`src/rtl/regspec_pkg.sv`:
```
package regspec_pkg;
  localparam int unsigned SPEC_W     = 5;
  localparam int unsigned CSPEC_W    = 3;
  localparam int unsigned NFIELD     = 3;
  localparam int unsigned MISA_E_POS = 4;
  localparam int unsigned MISA_I_POS = 8;

  localparam int unsigned RD_LSB  = 7;
  localparam int unsigned RS1_LSB = 15;
  localparam int unsigned RS2_LSB = 20;
  localparam int unsigned CRD_LSB = 7;
  localparam int unsigned CRS2_LSB = 2;

  typedef enum logic [1:0] {
    FLD_RD  = 2'd0,
    FLD_RS1 = 2'd1,
    FLD_RS2 = 2'd2
  } field_e;

  function automatic int unsigned idx_width(input bit reduced);
    return reduced ? 4 : 5;
  endfunction

  function automatic int unsigned full_lsb(input int unsigned f);
    case (f)
      0:       return RD_LSB;
      1:       return RS1_LSB;
      default: return RS2_LSB;
    endcase
  endfunction

  function automatic int unsigned comp_lsb(input int unsigned f);
    return (f == 2) ? CRS2_LSB : CRD_LSB;
  endfunction
endpackage

```
`src/rtl/spec_narrow.sv`:
```
module spec_narrow #(
  parameter bit          REDUCED = 1'b1,
  parameter int unsigned IDX_W   = 4
) (
  input  logic [regspec_pkg::SPEC_W-1:0] spec_i,
  input  logic                           en_i,
  output logic [IDX_W-1:0]               idx_o,
  output logic                           bad_o
);
  localparam int unsigned SW = regspec_pkg::SPEC_W;

  assign idx_o = spec_i[IDX_W-1:0];

  generate
    if (REDUCED) begin : g_reduced
      assign bad_o = en_i & spec_i[SW-1];
    end else begin : g_full
      logic unused_en;
      assign unused_en = en_i;
      assign bad_o     = 1'b0;
    end
  endgenerate
endmodule

```
`src/rtl/creg_widen.sv`:
```
module creg_widen #(
  parameter int unsigned IDX_W = 4
) (
  input  logic [regspec_pkg::CSPEC_W-1:0] cspec_i,
  output logic [IDX_W-1:0]                idx_o
);
  logic [regspec_pkg::SPEC_W-1:0] wide;

  // compressed fields address registers 8..15
  assign wide  = {2'b01, cspec_i};
  assign idx_o = wide[IDX_W-1:0];
endmodule

```
`src/rtl/misa_base.sv`:
```
module misa_base #(
  parameter bit          REDUCED = 1'b1,
  parameter int unsigned XLEN    = 32
) (
  input  logic            clk_i,
  input  logic            rst_ni,
  input  logic            we_i,
  input  logic [XLEN-1:0] wdata_i,
  output logic [XLEN-1:0] misa_o
);
  localparam int unsigned EP = regspec_pkg::MISA_E_POS;
  localparam int unsigned IP = regspec_pkg::MISA_I_POS;
  localparam logic [XLEN-1:0] BASE_MASK = (XLEN'(1) << EP) | (XLEN'(1) << IP);
  localparam logic [XLEN-1:0] BASE_VAL  =
      (XLEN'(REDUCED) << EP) | (XLEN'(!REDUCED) << IP);

  logic [XLEN-1:0] misa_q;

  always_ff @(posedge clk_i or negedge rst_ni) begin
    if (!rst_ni) begin
      misa_q <= BASE_VAL;
    end else if (we_i) begin
      // base bits recomputed from configuration on every write
      misa_q <= (wdata_i & ~BASE_MASK) | BASE_VAL;
    end
  end

  assign misa_o = misa_q;


  misa_base_hold_chk: assert property (@(posedge clk_i) disable iff (!rst_ni)
    $stable(misa_q[EP]) && $stable(misa_q[IP]));


  misa_write_chk: assert property (@(posedge clk_i) disable iff (!rst_ni)
    we_i |=> ((misa_q & ~BASE_MASK) == ($past(wdata_i) & ~BASE_MASK)));


  misa_idle_chk: assert property (@(posedge clk_i) disable iff (!rst_ni)
    !we_i |=> $stable(misa_q));


  misa_excl_chk: assert property (@(posedge clk_i) disable iff (!rst_ni)
    misa_q[EP] != misa_q[IP]);
endmodule

```
`src/rtl/regspec_check.sv`:
```
module regspec_check #(
  parameter bit          REDUCED = 1'b1,
  parameter int unsigned XLEN    = 32,
  parameter int unsigned IDX_W   = regspec_pkg::idx_width(REDUCED)
) (
  input  logic             clk_i,
  input  logic             rst_ni,
  input  logic [31:0]      instr_i,
  input  logic             compressed_i,
  input  logic             use_rd_i,
  input  logic             use_rs1_i,
  input  logic             use_rs2_i,
  output logic [IDX_W-1:0] rd_idx_o,
  output logic [IDX_W-1:0] rs1_idx_o,
  output logic [IDX_W-1:0] rs2_idx_o,
  output logic             illegal_o,
  input  logic             misa_we_i,
  input  logic [XLEN-1:0]  misa_wdata_i,
  output logic [XLEN-1:0]  misa_o
);
  import regspec_pkg::*;

  localparam int unsigned NF = NFIELD;

  logic [NF-1:0]            fld_en;
  logic [NF-1:0]            fld_bad;
  logic [IDX_W-1:0]         full_idx [NF];
  logic [IDX_W-1:0]         comp_idx [NF];
  logic [IDX_W-1:0]         sel_idx  [NF];

  assign fld_en = {use_rs2_i, use_rs1_i, use_rd_i};

  generate
    for (genvar f = 0; f < NF; f++) begin : g_fld
      localparam int unsigned FL = full_lsb(f);
      localparam int unsigned CL = comp_lsb(f);

      spec_narrow #(.REDUCED(REDUCED), .IDX_W(IDX_W)) u_narrow (
        .spec_i (instr_i[FL +: SPEC_W]),
        .en_i   (fld_en[f] & ~compressed_i),
        .idx_o  (full_idx[f]),
        .bad_o  (fld_bad[f])
      );

      creg_widen #(.IDX_W(IDX_W)) u_widen (
        .cspec_i (instr_i[CL +: CSPEC_W]),
        .idx_o   (comp_idx[f])
      );

      assign sel_idx[f] = compressed_i ? comp_idx[f] : full_idx[f];
    end
  endgenerate

  assign rd_idx_o  = sel_idx[FLD_RD];
  assign rs1_idx_o = sel_idx[FLD_RS1];
  assign rs2_idx_o = sel_idx[FLD_RS2];
  assign illegal_o = |fld_bad;

  misa_base #(.REDUCED(REDUCED), .XLEN(XLEN)) u_misa (
    .clk_i   (clk_i),
    .rst_ni  (rst_ni),
    .we_i    (misa_we_i),
    .wdata_i (misa_wdata_i),
    .misa_o  (misa_o)
  );


  comp_legal_chk: assert property (@(posedge clk_i) disable iff (!rst_ni)
    compressed_i |-> !illegal_o);


  unused_quiet_chk: assert property (@(posedge clk_i) disable iff (!rst_ni)
    !(use_rd_i || use_rs1_i || use_rs2_i) |-> !illegal_o);


  reserved_only_chk: assert property (@(posedge clk_i) disable iff (!rst_ni)
    illegal_o |-> ((use_rd_i && instr_i[11]) || (use_rs1_i && instr_i[19])
                   || (use_rs2_i && instr_i[24])));


  full_never_chk: assert property (@(posedge clk_i) disable iff (!rst_ni)
    misa_o[MISA_I_POS] |-> !illegal_o);


  comp_range_chk: assert property (@(posedge clk_i) disable iff (!rst_ni)
    compressed_i |-> (rd_idx_o[3] && rs2_idx_o[3] && (rd_idx_o == rs1_idx_o)));
endmodule

```
`config.mk`:
```
export PLATFORM = sky130hd
export DESIGN_NAME = regspec_check
export DESIGN_NICKNAME = d
export VERILOG_FILES = /design/src/rtl/regspec_pkg.sv /design/src/rtl/spec_narrow.sv /design/src/rtl/creg_widen.sv /design/src/rtl/misa_base.sv /design/src/rtl/regspec_check.sv
export SDC_FILE = /design/constraint.sdc
export NUM_CORES = 1
export LEC_CHECK = 0
export BUFFER_PORTS_ARGS = -buffer_cell sky130_fd_sc_hd__clkbuf_2
export CAP_MARGIN = 30
export CORE_MARGIN = 4
export CORE_UTILIZATION = 40
export DETAILED_ROUTE_END_ITERATION = 10
export PLACE_DENSITY = 0.78
export SYNTH_ARGS = -nofsm -noshare
export SYNTH_HDL_FRONTEND = slang
export SYNTH_HIERARCHICAL = 1
export SYNTH_SLANG_ARGS = --single-unit
```
`constraint.sdc`:
```
create_clock -name clk_i -period 1.2 [get_ports clk_i]
set_clock_uncertainty 0.05 [all_clocks]
set_input_delay 0.12 -clock clk_i [delete_from_list [all_inputs] [get_ports clk_i]]
set_output_delay 0.12 -clock clk_i [all_outputs]
set_load 0.02 [all_outputs]
```
# After elaboration in Yosys (flattened, before gate mapping)

Index checks and enable logic that the tools add are counted.

Flip-flop bits (word level): 30
Input bits: 71
Output and inout port bits: 45
Word-level logic and storage cells: 12

Muxes and demuxes: 3
Bitwise logic cells: 7
Reductions and logical operators: 1

Operators with widths:

| operator         | count |
|---|---|
| $mux W4          | 3 |
| $and A1 B1 Y1    | 6 |
| $reduce_or A3 Y1 | 1 |
| $not A1 Y1       | 1 |

# Depth between registers and ports, before layout

Depth in word-level cells: 4
Gate-level depth with buffers: 5
Gate-level depth less buffers: 3

# Cells and area by module

The synthesis kept the hierarchy.

By module, submodules not included:

| module        | times used | cells each | area each (um^2) | sequential area each (um^2) |
|---|---|---|---|---|
| misa_base     | 1          | 67         | 1257.5           | 750.7 |
| regspec_check | 1          | 18         | 225.2            | 0.0 |
| spec_narrow   | 3          | 5          | 36.3             | 0.0 |
| creg_widen    | 3          | 5          | 33.8             | 0.0 |

# Least setup slack after synthesis

No wires, ideal clock.

Path kind: input-to-output
From: input port compressed_i
To: output port illegal_o
Arrival time: 1145 ps
Data required time: 1030 ps
Path slack: -115 ps
Cell stages on the path: 5
Path buffers: 2
Cell sequence: buf_6 -> buf_12 -> and2b_2 -> and2_1 -> or3_1

Word-level cells in the longest chain between the ends: 4
Elaborated cells on any way between the ends: 8
Those cells by class: bitwise (7); reduce/logical (1)

RTL lines:

| what             | RTL line            | RTL |
|---|---|---|
| from (decl)      | regspec_check.sv:9  | `input logic compressed_i,` |
| $not A1 Y1       | regspec_check.sv:40 | `.en_i (fld_en[f] & ~compressed_i),` |
| $and A1 B1 Y1    | regspec_check.sv:40 |  |
| $and A1 B1 Y1    | spec_narrow.sv:16   | `assign bad_o = en_i & spec_i[SW-1];` |
| via fld_bad[1]   | regspec_check.sv:26 | `logic [NF-1:0] fld_bad;` |
| $reduce_or A3 Y1 | regspec_check.sv:57 | `assign illegal_o = \|fld_bad;` |
| to (decl)        | regspec_check.sv:16 | `output logic illegal_o,` |

The timed path passes the listed nets, and every way through them passes these cells.

# Worst setup path after layout

Same ends and word-level chain as after synthesis.

==> flow_summary.json <==
{
  "worstPathMaxFanout": 5,
  "grt_pass1_wl_mm": 5.12,
  "cts_sinks": 30,
  "synth.avg_cell_area_um2": 14.7,
  "drt_iter0_drc": 34,
  "n_antenna_cell": 0,
  "maxCapViolCount": 0,
  "cpMostUsedCell": "buf_8",
  "drive_gt1_share_pct": 80.6,
  "wl_per_cell_um": 14.1,
  "holdPathStages": 2,
  "muxShareOfSynthArea_pct": 36.1,
  "synth_compound_area_share_pct": 0,
  "core_area_um2": 4060,
  "synth-xor-area-share_pct": 0,
  "period_minus_slack_ns": 1.22,
  "status": "finished with violations",
  "yosysSeqAreaShare_pct": 44.3,
  "fin_total_pwr_mw": 2.85,
  "slew_viol_final": 0,
  "leakage_nw": 1.23,
  "slowest_delay_ns": 0.38,
  "startpoint_type": "input pin",
  "clock_latency_ns": 0.27,
  "die-height_um": 73.1,
  "die_area_um2": 5340,
  "yosys-top-cells-area": "dfrtp_1 44%, mux2_4 33%, buf_4 12%, mux2_2 3.3%, buf_6 2.7%",
  "routed_wl_mm": 3.46,
  "synthesis.instances": 115,
  "r2r_slack_ns": 0.36,
  "numCtsBuffers": 5,
  "final_cell_mix": "95 x clkbuf_2, 37 x mux2_4, 30 x dfrtp_1",
  "grt_pass1_vias": 1062,
  "fin_nets": 266,
  "core.rowCount": 23,
  "vias": 1058,
  "io_pins": 116,
  "drc_errors": 0,
  "synth_top_family_by_area": "multiplexers",
  "setup_viol": 1,
  "grt_use_total_pct": 12.8,
  "grt_max_degree": 31,
  "final_hold_viol_count": 0,
  "slowest_stage": "or3_4",
  "cp-end-kind": "primary output",
  "ant_nets": 0,
  "io_buffer_count": 97,
  "cts_max_path_buffers": 2,
  "synthSimpleGateAreaFrac_pct": 3.03,
  "violations": "setup timing",
  "overflow": 0,
  "period_share_pct": 102,
  "fmax_ghz": 0.818,
  "synth_area_um2": 1690,
  "synthToLayoutAreaGrowth_pct": 29.9,
  "ir_drop_mv": 0.813,
  "ys_ff_latch": 30,
  "rr_worst_depth": 1,
  "pre_cts_ws_ns": -0.0738,
  "syn_nets": 186,
  "yosys.cell_types.count": 10,
  "yosys.area_share.adder_pct": 0,
  "antenna_found_initial": 0,
  "powerDensity_nw_per_um2": 1300,
  "cts_tree": "done",
  "fin_ws_ns": -0.0223,
  "ys_warn_count": 6,
  "die_w_um": 73.1,
  "dr.pass1.iters": 3,
  "post-route-util_pct": 54.2,
  "yosysTopAreaCell": "dfrtp_1",
  "hp-class": "input pin to flip-flop",
  "viasPerCell": 4.30,
  "cp.required_ns": 1.03,
  "synth_top_area_share_pct": 44.3,
  "critical_path_arrival_ns": 1.05,
  "worstSetupPathType": "input pin to primary output",
  "h-tree-depth": 2,
  "rsz0062_at_grt": "true",
  "fill_cells": 365,
  "mostFrequentLayoutCell": "clkbuf_2",
  "largest_reg_flops": 30,
  "clk_pin_slew_ns": 0.07,
  "initial_core_util_pct": 41.7,
  "hpwl_mm": 2.77,
  "gp_congestion": 0.657,
  "root_buffer": "clkbuf_8",
  "path_cells": "buf_8 -> and2b_2 -> and2_4 -> or3_4 -> buf_8"
}
==> per-stage QoR <==
step                      hold WS (ns)  instance area, um^2  setup TNS, ns  std cells
after floorplan                 -0.226                 1700        -0.0430        115
after global placement           0.101                 2050        -0.0614        236
after detailed placement         0.105                 2050        -0.0738        236
after CTS                       0.0151                 2190        -0.0476        246
after global routing            0.0124                 2200        -0.0516        246
final                           0.0235                 2200        -0.0223        246
==> cell families (layout without fill, tap and decap cells) <==
kind of cell,count (synthesis),count (layout)
mux,42,42
buf+inv,31,112
flops,30,30
simple gates,7,7
other cells,5,5
==> report_power, final <==
group | leakage [nW] | total (mW) | internal (mW) | switching (mW)
sequential | 0.351 | 1.17 | 1.11 | 0.0589
combinational | 0.821 | 0.742 | 0.381 | 0.361
clock | 0.0575 | 0.934 | 0.578 | 0.356
==> critical path, delay by kind of cell <==
kind | cells | cell delay, ns
and+or+nand+nor | 3 | 0.72
buffers and inverters | 2 | 0.22
==> cells in the mapped netlist <==
| cell | n |
|---|---|
| buf_6 | 4 |
| conb_1 | 5 |
| mux2_2 | 5 |
| mux2_4 | 37 |
| dfrtp_1 | 30 |
| buf_4 | 26 |
| and2b_2 | 3 |
| buf_12 | 1 |
| and2_1 | 3 |
| or3_1 | 1 |
==> area by class of cell <==
class                           count  area [um^2]  share of cell area, %
Sequential cell                    30          751                   34.1
Clock buffer                        8          110                   5.01
Multi-Input combinational cell     54          689                   31.4
Timing Repair Buffer              104          586                   26.6
Tap cell                           50         62.6                   2.85
==> final timing paths <==
check,start,to
min,misa_wdata_i[9],u_misa/misa_o[9]$_DFFE_PN0P_
max reg2reg,u_misa/misa_o[26]$_DFFE_PN0P_,u_misa/misa_o[26]$_DFFE_PN0P_
min in group asynchronous,rst_ni,u_misa/misa_o[6]$_DFFE_PN0P_
max,compressed_i,illegal_o
min reg2reg,u_misa/misa_o[18]$_DFFE_PN0P_,u_misa/misa_o[18]$_DFFE_PN0P_
max in group asynchronous,rst_ni,u_misa/misa_o[14]$_DFFE_PN0P_
==> what timing repair did <==
item | 4_1_cts | 5_1_grt
pin swaps | 3 | 2
setup endpoints to repair | 1 | 1
resized for setup | 3 | 3
setup buffers | 1 | 0
hold buffers | 1 | 0
hold endpoints to repair | 30 | 0
==> routing by layer <==
metal  global-route usage, %  vias up  share of wire [%]
li1                        -      511                  -
met1                    14.4      491                 35
met2                    22.9       49                 55
met3                    3.03        7                8.8
met4                    4.92        0                1.4
met5                       0        -                  0
(Power assumes the default switching activity.)
